### config.mk
export PLATFORM = sky130hd
export DESIGN_NAME = serial_host_regs
export DESIGN_NICKNAME = d
export VERILOG_FILES = /design/src/rtl/serial_regs_pkg.sv /design/src/rtl/serial_rx_queue.sv /design/src/rtl/serial_irq_id.sv /design/src/rtl/serial_host_regs.sv
export SDC_FILE = /design/constraint.sdc
export NUM_CORES = 1
export LEC_CHECK = 0
export CAP_MARGIN = 20
export CORE_MARGIN = 3
export CORE_UTILIZATION = 30
export CTS_CLUSTER_SIZE = 16
export DETAILED_ROUTE_END_ITERATION = 7
export PLACE_DENSITY = 0.48
export SYNTH_ARGS = -nofsm -noshare
export SYNTH_HDL_FRONTEND = slang
export SYNTH_HIERARCHICAL = 1
export SYNTH_SLANG_ARGS = --single-unit
export TNS_END_PERCENT = 1
### constraint.sdc
create_clock -name clk -period 8.9 [get_ports clk]
set_input_delay 2.67 -clock clk [delete_from_list [all_inputs] [get_ports clk]]
set_output_delay 2.67 -clock clk [all_outputs]
set_load 0.05 [all_outputs]
### src/rtl/serial_regs_pkg.sv
// Shared offsets, reset values and bit positions of the serial host
// register bank. Assumes a 3-bit byte-wide register address space.
package serial_regs_pkg;
    localparam logic [2:0] OFF_DATA  = 3'd0;
    localparam logic [2:0] OFF_IEN   = 3'd1;
    localparam logic [2:0] OFF_IID   = 3'd2;
    localparam logic [2:0] OFF_LCTL  = 3'd3;
    localparam logic [2:0] OFF_MCTL  = 3'd4;
    localparam logic [2:0] OFF_LSTAT = 3'd5;
    localparam logic [2:0] OFF_MSTAT = 3'd6;
    localparam logic [2:0] OFF_SCR   = 3'd7;

    localparam logic [7:0]  LCTL_RST  = 8'h03;
    localparam logic [7:0]  MCTL_RST  = 8'h08;
    localparam logic [7:0]  MSTAT_RST = 8'hB0;
    localparam logic [15:0] DIV_RST   = 16'd12;

    localparam int LCTL_DIVSEL = 7;
    localparam int MCTL_LOOP   = 4;
endpackage

### src/rtl/serial_rx_queue.sv
// Circular receive byte queue. One push and one pop port; the caller must
// not push when full nor pop when empty. Head byte is shown combinationally.
module serial_rx_queue #(
    parameter int DEPTH = 64,
    parameter int WIDTH = 8,
    localparam int AW = $clog2(DEPTH),
    localparam int CW = $clog2(DEPTH + 1)
) (
    input  logic             clk,
    input  logic             rst_n,
    input  logic             push,
    input  logic [WIDTH-1:0] din,
    input  logic             pop,
    output logic [WIDTH-1:0] head,
    output logic [CW-1:0]    count,
    output logic             full,
    output logic             empty
);
    localparam logic [CW-1:0] CNT_MAX = CW'(DEPTH);
    localparam logic [AW-1:0] PTR_MAX = AW'(DEPTH - 1);

    logic [WIDTH-1:0] mem [DEPTH];
    logic [AW-1:0]    wr_ptr, rd_ptr;

    assign full  = (count == CNT_MAX);
    assign empty = (count == '0);
    assign head  = mem[rd_ptr];

    // Storage write on push; contents need no reset.
    always_ff @(posedge clk) begin
        if (push) mem[wr_ptr] <= din;
    end

    // Pointer and occupancy bookkeeping with wrap at DEPTH.
    always_ff @(posedge clk) begin
        if (!rst_n) begin
            wr_ptr <= '0;
            rd_ptr <= '0;
            count  <= '0;
        end else begin
            if (push) wr_ptr <= (wr_ptr == PTR_MAX) ? '0 : wr_ptr + 1'b1;
            if (pop)  rd_ptr <= (rd_ptr == PTR_MAX) ? '0 : rd_ptr + 1'b1;
            case ({push, pop})
                2'b10:   count <= count + 1'b1;
                2'b01:   count <= count - 1'b1;
                default: count <= count;
            endcase
        end
    end
endmodule

### src/rtl/serial_irq_id.sv
// Interrupt identification unit. Holds receive (bit 2) and transmit-empty
// (bit 1) causes, bit 0 set when none is pending. Assumes the register
// bank qualifies the events; a set in the same cycle as a clear wins.
module serial_irq_id (
    input  logic       clk,
    input  logic       rst_n,
    input  logic       rx_event,
    input  logic       tx_event,
    input  logic       rx_en,
    input  logic       tx_en,
    input  logic       clr_all,
    input  logic       clr_rx,
    output logic [2:0] id,
    output logic       irq
);
    logic [2:0] id_nxt;

    // Next identification code from clears, then enabled sets.
    always_comb begin
        id_nxt = id;
        if (clr_all) id_nxt = 3'b001;
        if (clr_rx) begin
            id_nxt[2] = 1'b0;
            if (id_nxt[2:1] == 2'b00) id_nxt[0] = 1'b1;
        end
        if (rx_event && rx_en) begin
            id_nxt[2] = 1'b1;
            id_nxt[0] = 1'b0;
        end
        if (tx_event && tx_en) begin
            id_nxt[1] = 1'b1;
            id_nxt[0] = 1'b0;
        end
    end

    // Code register, reset to "nothing pending".
    always_ff @(posedge clk) begin
        if (!rst_n) id <= 3'b001;
        else        id <= id_nxt;
    end

    assign irq = ~id[0];
endmodule

### src/rtl/serial_host_regs.sv
// Serial port host register bank: eight byte offsets, divisor access via
// line control bit 7, loopback via modem control bit 4. Assumes one bus
// strobe (read or write) per cycle; read data is registered.
module serial_host_regs
    import serial_regs_pkg::*;
#(
    parameter int QDEPTH = 64,
    localparam int QCW = $clog2(QDEPTH + 1)
) (
    input  logic       clk,
    input  logic       rst_n,
    input  logic [2:0] bus_addr,
    input  logic       bus_wr,
    input  logic       bus_rd,
    input  logic [7:0] bus_wdata,
    output logic [7:0] bus_rdata,
    output logic       tx_valid,
    output logic [7:0] tx_data,
    input  logic       rx_in_valid,
    input  logic [7:0] rx_in_data,
    output logic       rx_in_ready,
    output logic       irq
);
    logic [7:0]     lcr_q, mcr_q, scr_q;
    logic [3:0]     ier_q;
    logic [15:0]    div_q;
    logic           divsel, loop_on;
    logic           wr_data, rd_data, rd_iid;
    logic           lb_push, ext_push, q_push, q_pop;
    logic [7:0]     q_din, q_head;
    logic [QCW-1:0] q_count;
    logic           q_full, q_empty;
    logic [2:0]     iid;
    logic [7:0]     msr_view, lsr_view, rd_val;

    assign divsel  = lcr_q[LCTL_DIVSEL];
    assign loop_on = mcr_q[MCTL_LOOP];
    assign wr_data = bus_wr && (bus_addr == OFF_DATA) && !divsel;
    assign rd_data = bus_rd && (bus_addr == OFF_DATA) && !divsel;
    assign rd_iid  = bus_rd && (bus_addr == OFF_IID);

    assign lb_push     = wr_data && loop_on && !q_full;
    assign ext_push    = rx_in_valid && !loop_on && !q_full;
    assign q_push      = lb_push || ext_push;
    assign q_din       = loop_on ? bus_wdata : rx_in_data;
    assign q_pop       = rd_data && !q_empty;
    assign rx_in_ready = loop_on || !q_full;

    serial_rx_queue #(.DEPTH(QDEPTH), .WIDTH(8)) u_rxq (
        .clk   (clk),
        .rst_n (rst_n),
        .push  (q_push),
        .din   (q_din),
        .pop   (q_pop),
        .head  (q_head),
        .count (q_count),
        .full  (q_full),
        .empty (q_empty)
    );

    serial_irq_id u_iid (
        .clk      (clk),
        .rst_n    (rst_n),
        .rx_event (q_push),
        .tx_event (wr_data && !loop_on),
        .rx_en    (ier_q[0]),
        .tx_en    (ier_q[1]),
        .clr_all  (rd_iid),
        .clr_rx   (rd_data),
        .id       (iid),
        .irq      (irq)
    );

    // Control register writes; status offsets ignore writes.
    always_ff @(posedge clk) begin
        if (!rst_n) begin
            lcr_q <= LCTL_RST;
            mcr_q <= MCTL_RST;
            scr_q <= 8'h00;
            ier_q <= 4'h0;
            div_q <= DIV_RST;
        end else if (bus_wr) begin
            case (bus_addr)
                OFF_DATA:  if (divsel) div_q[7:0]  <= bus_wdata;
                OFF_IEN:   if (divsel) div_q[15:8] <= bus_wdata;
                           else        ier_q       <= bus_wdata[3:0];
                OFF_LCTL:  lcr_q <= bus_wdata;
                OFF_MCTL:  mcr_q <= bus_wdata;
                OFF_SCR:   scr_q <= bus_wdata;
                default:   ;
            endcase
        end
    end

    // Transmit strobe one cycle after a normal-mode data write.
    always_ff @(posedge clk) begin
        if (!rst_n) begin
            tx_valid <= 1'b0;
            tx_data  <= 8'h00;
        end else begin
            tx_valid <= wr_data && !loop_on;
            if (wr_data && !loop_on) tx_data <= bus_wdata;
        end
    end

    // Status views: modem lines rebuilt from control bits in loopback.
    assign msr_view = loop_on ? {mcr_q[3], mcr_q[2], mcr_q[0], mcr_q[1], MSTAT_RST[3:0] & 4'h0}
                              : MSTAT_RST;
    assign lsr_view = {1'b0, 1'b1, 1'b1, 4'b0000, !q_empty};

    // Read multiplexer over offsets and divisor select.
    always_comb begin
        case (bus_addr)
            OFF_DATA:  rd_val = divsel ? div_q[7:0] : (q_empty ? 8'h00 : q_head);
            OFF_IEN:   rd_val = divsel ? div_q[15:8] : {4'h0, ier_q};
            OFF_IID:   rd_val = {2'b11, 3'b000, iid};
            OFF_LCTL:  rd_val = lcr_q;
            OFF_MCTL:  rd_val = mcr_q;
            OFF_LSTAT: rd_val = lsr_view;
            OFF_MSTAT: rd_val = msr_view;
            default:   rd_val = scr_q;
        endcase
    end

    // Registered read data, held between reads.
    always_ff @(posedge clk) begin
        if (!rst_n)      bus_rdata <= 8'h00;
        else if (bus_rd) bus_rdata <= rd_val;
    end
endmodule

==> run metrics <==
detailed placement HPWL=38.4 mm; CTS tree=yes; clk_lat worst skew=0.64 ns; Seq pwr share=51.6%; die width=291 µm; setup bufs post-CTS=0; drt total wl=62.8 mm; Die ar.=0.0845 mm²; final worst path period share=70.6%; Net Sw Power=1.27 mW; crit-path max cell delay=0.85 ns; Distinct cells, synth=69; GRT Overall Usage=14.7%; Lkg Pwr=8.53 nW; Internal=4.72 mW; row cnt=103; Max VDD drop=0.146 mV; top_reg_cell synth=edfxtp_1; Netlist Area Pre-Place=0.0243 mm²; Vias=13133; unrepaired setup endpoints after global routing=false; status=finished, final reports clean; io pins=43; vias in the first global route=13427; number of max-cap violations=0; area grow syn2layout=14.5%; ANT nets after route=0; Slew Viols, Final=0; switching share of total power=21.2%; core area=0.0796 mm²; initial antenna violation count=4; Fin Clk Skew=0.0369 ns; final antenna diode count=0; Largest delay share family, worst path=simple AND/OR/NAND/NOR gates; Setup-failing EPs final=0; combinational cell fraction of total power=3.8%; worst-path cell chain=clkdlybuf4s50_1, nor4_2, nand3_1, a21oi_1, buf_4, inv_1, nor2_1, nand3_1, nor2_1; Critical Path AT=6.54 ns; CTS Root Buffer Type=clkbuf_16; Post-synth EDFFs=512; Clock Sinks=601; starting density of the core=30.5%; Clock Pin Slew Worst Setup and Hold Paths=0.06 ns; CTS H-tree depth=2; f_max=0.159 GHz; Worst Path Class, Setup=input port to register; I/O Buffers=42; Post-route DRC=0; CP max stage cell=clkdlybuf4s50_1; Yosys warning total=6; First-pass DRT Iterations=5; total negative slack=0 ns; endpoints failing hold=0; Gates resized, CTS repair=0; Synth Instances=1454; P per Cell Area=215 mW/mm²; CTS buffer count=61; DIE HEIGHT=291 µm; Req. time, crit path=9.16 ns; Hold Buf Count CTS=0; Initial DRC Count=1269; routed vias/inst=5.08; routed len/inst=24.3 µm; layout cells sized above 1=17.1%; Critical Path Sink Type=register; Synth async-reset ratio=0%; syn avg cell area=16.7 µm²; Clk pwr share=44.6%; sequential-to-total area share from yosys stat=70.6%; Mapped Nets=1483; Crit path buffers/inverters=3; first-pass GRT wire length=92.9 mm; Max Root-Sink Buffers=3; Rel. slew slack=33.7%; post-route cell area=0.0278 mm²; total grt overflow=0; worst-path maximum fanout=22; largest net degree at the start of global routing=65; Placed Area=0.0257 mm²; Tmin final=6.29 ns; fin nets=1515; CP startpoint kind=input port; Synth Register Bits=601; actual slew at the worst max-slew pin=0.990 ns; worst min path class=register to register; GP Congestion=0.802
## cell type report
type,count,area [µm²]
clock inverter,45,534
inverter,9,33.8
clock buffer,69,1560
fill,7526,51800
sequential,601,17200
tap,1050,1310
timing repair buffer,63,578
multi-input combinational,750,6650
## worst paths after layout
check / start / end / slack, ns / cells after the start
worst min-delay path: scr_q[6] / scr_q[6] / 0.46 / 2
worst min register to register: scr_q[6] / scr_q[6] / 0.46 / 2
worst max-delay path: bus_addr[0] / u_rxq/mem[22][4] / 2.61 / 9
worst max register to register: register / bus_rdata[3] / 4.59 / 9
## layout by cell type (no fill, tap or decap), types with 8 or more instances in the layout
cell | netlist | final
nor2_1 | 131 | 131
clkinv_2 | 0 | 14
mux4_2 | 118 | 118
and3_1 | 9 | 9
bufinv_16 | 0 | 11
inv_1 | 9 | 9
nor2b_1 | 31 | 31
mux2_2 | 15 | 10
clkdlybuf4s50_1 | 0 | 42
dfxtp_1 | 89 | 85
xor2_1 | 9 | 9
o21ai_0 | 13 | 13
mux2i_1 | 79 | 79
clkbuf_1 | 37 | 8
clkinv_1 | 0 | 9
a22oi_1 | 25 | 25
edfxtp_1 | 512 | 512
nand2b_1 | 15 | 15
buf_4 | 13 | 20
a21oi_1 | 45 | 45
clkbuf_16 | 0 | 61
nand3_1 | 29 | 29
nor3_1 | 9 | 9
nand2_1 | 89 | 89
## metal layers
layer,routed length [µm],vias up,GRT usage (%)
met4,1650,4,4.35
met3,4590,96,3.45
met2,29400,472,23.1
met5,31,-,0
li1,-,5781,-
met1,27200,6780,20.3
## cell families (layout without fill, tap and decap cells)
family	count (synthesis)	in the layout	share of synthesized area [%]
compound gates	152	152	4.31
xor+xnor	12	12	0.432
fa+ha+maj	5	5	0.257
buf+inv	103	186	2.14
flops	601	601	70.6
mux	213	213	15.0
simple gates	368	368	7.30
## worst min-delay path: stages (launching register included)
cell and delay, ns:
dfxtp_1 0.31, nand2_1 0.05, a21oi_1 0.05
## Yosys cell counts (6+ instances only)
library cell / n / share of area (%)
mux2i_1: 79 / 3.3
nand3b_1: 6 / 0.19
a22oi_1: 25 / 0.77
buf_2: 30 / 0.62
o21ai_0: 13 / 0.27
mux4_2: 118 / 11
buf_4: 13 / 0.40
and2_1: 6 / 0.15
clkbuf_1: 37 / 0.57
inv_1: 9 / 0.14
dfxtp_1: 89 / 7.3
nor2_1: 131 / 2.0
nor3_1: 9 / 0.19
buf_1: 9 / 0.14
nand4_1: 7 / 0.18
a21oi_1: 45 / 0.93
edfxtp_1: 512 / 63
or3_1: 7 / 0.18
nor2b_1: 31 / 0.80
nand3_1: 29 / 0.60
mux2_2: 15 / 0.69
nand2_1: 89 / 1.4
and3_1: 9 / 0.23
xor2_1: 9 / 0.32
a211oi_1: 6 / 0.19
nand2b_1: 15 / 0.39
## flip-flops by register name, summed over array words and instances (netlist names), named ones only
register	count
mcr_q	8
tx_data	8
u_rxq/count	7
u_rxq/wr_ptr	6
div_q	16
tx_valid	1
scr_q	8
u_iid/id	3
bus_rdata	8
lcr_q	8
u_rxq/rd_ptr	6
ier_q	4
u_rxq/mem	512
## power groups by stage
stage | Clock, mW | Sequential [mW] | Combinational [mW]
floorplan | 0 | 3.15 | 0.125
global placement | 0 | 3.15 | 0.232
detailed placement | 0 | 3.15 | 0.232
CTS | 2.74 | 3.09 | 0.233
global route | 2.87 | 3.09 | 0.247
finish | 2.67 | 3.09 | 0.228
## per-stage QoR
step / utilization [%] / hold WS (ns) / cells / setup WS [ns] / total power, mW
global placement: 32.3 / 0.446 / 2472 / 2.13 / 3.39
floorplan: - / 0.432 / 1454 / 3.57 / 3.28
finish: 35.0 / 0.460 / 2587 / 2.61 / 5.99
detailed placement: 32.3 / 0.448 / 2472 / 1.96 / 3.38
global route: 35.0 / 0.477 / 2587 / 2.35 / 6.21
CTS: 34.9 / 0.456 / 2586 / 2.64 / 6.07
(Power assumes the default switching activity.)
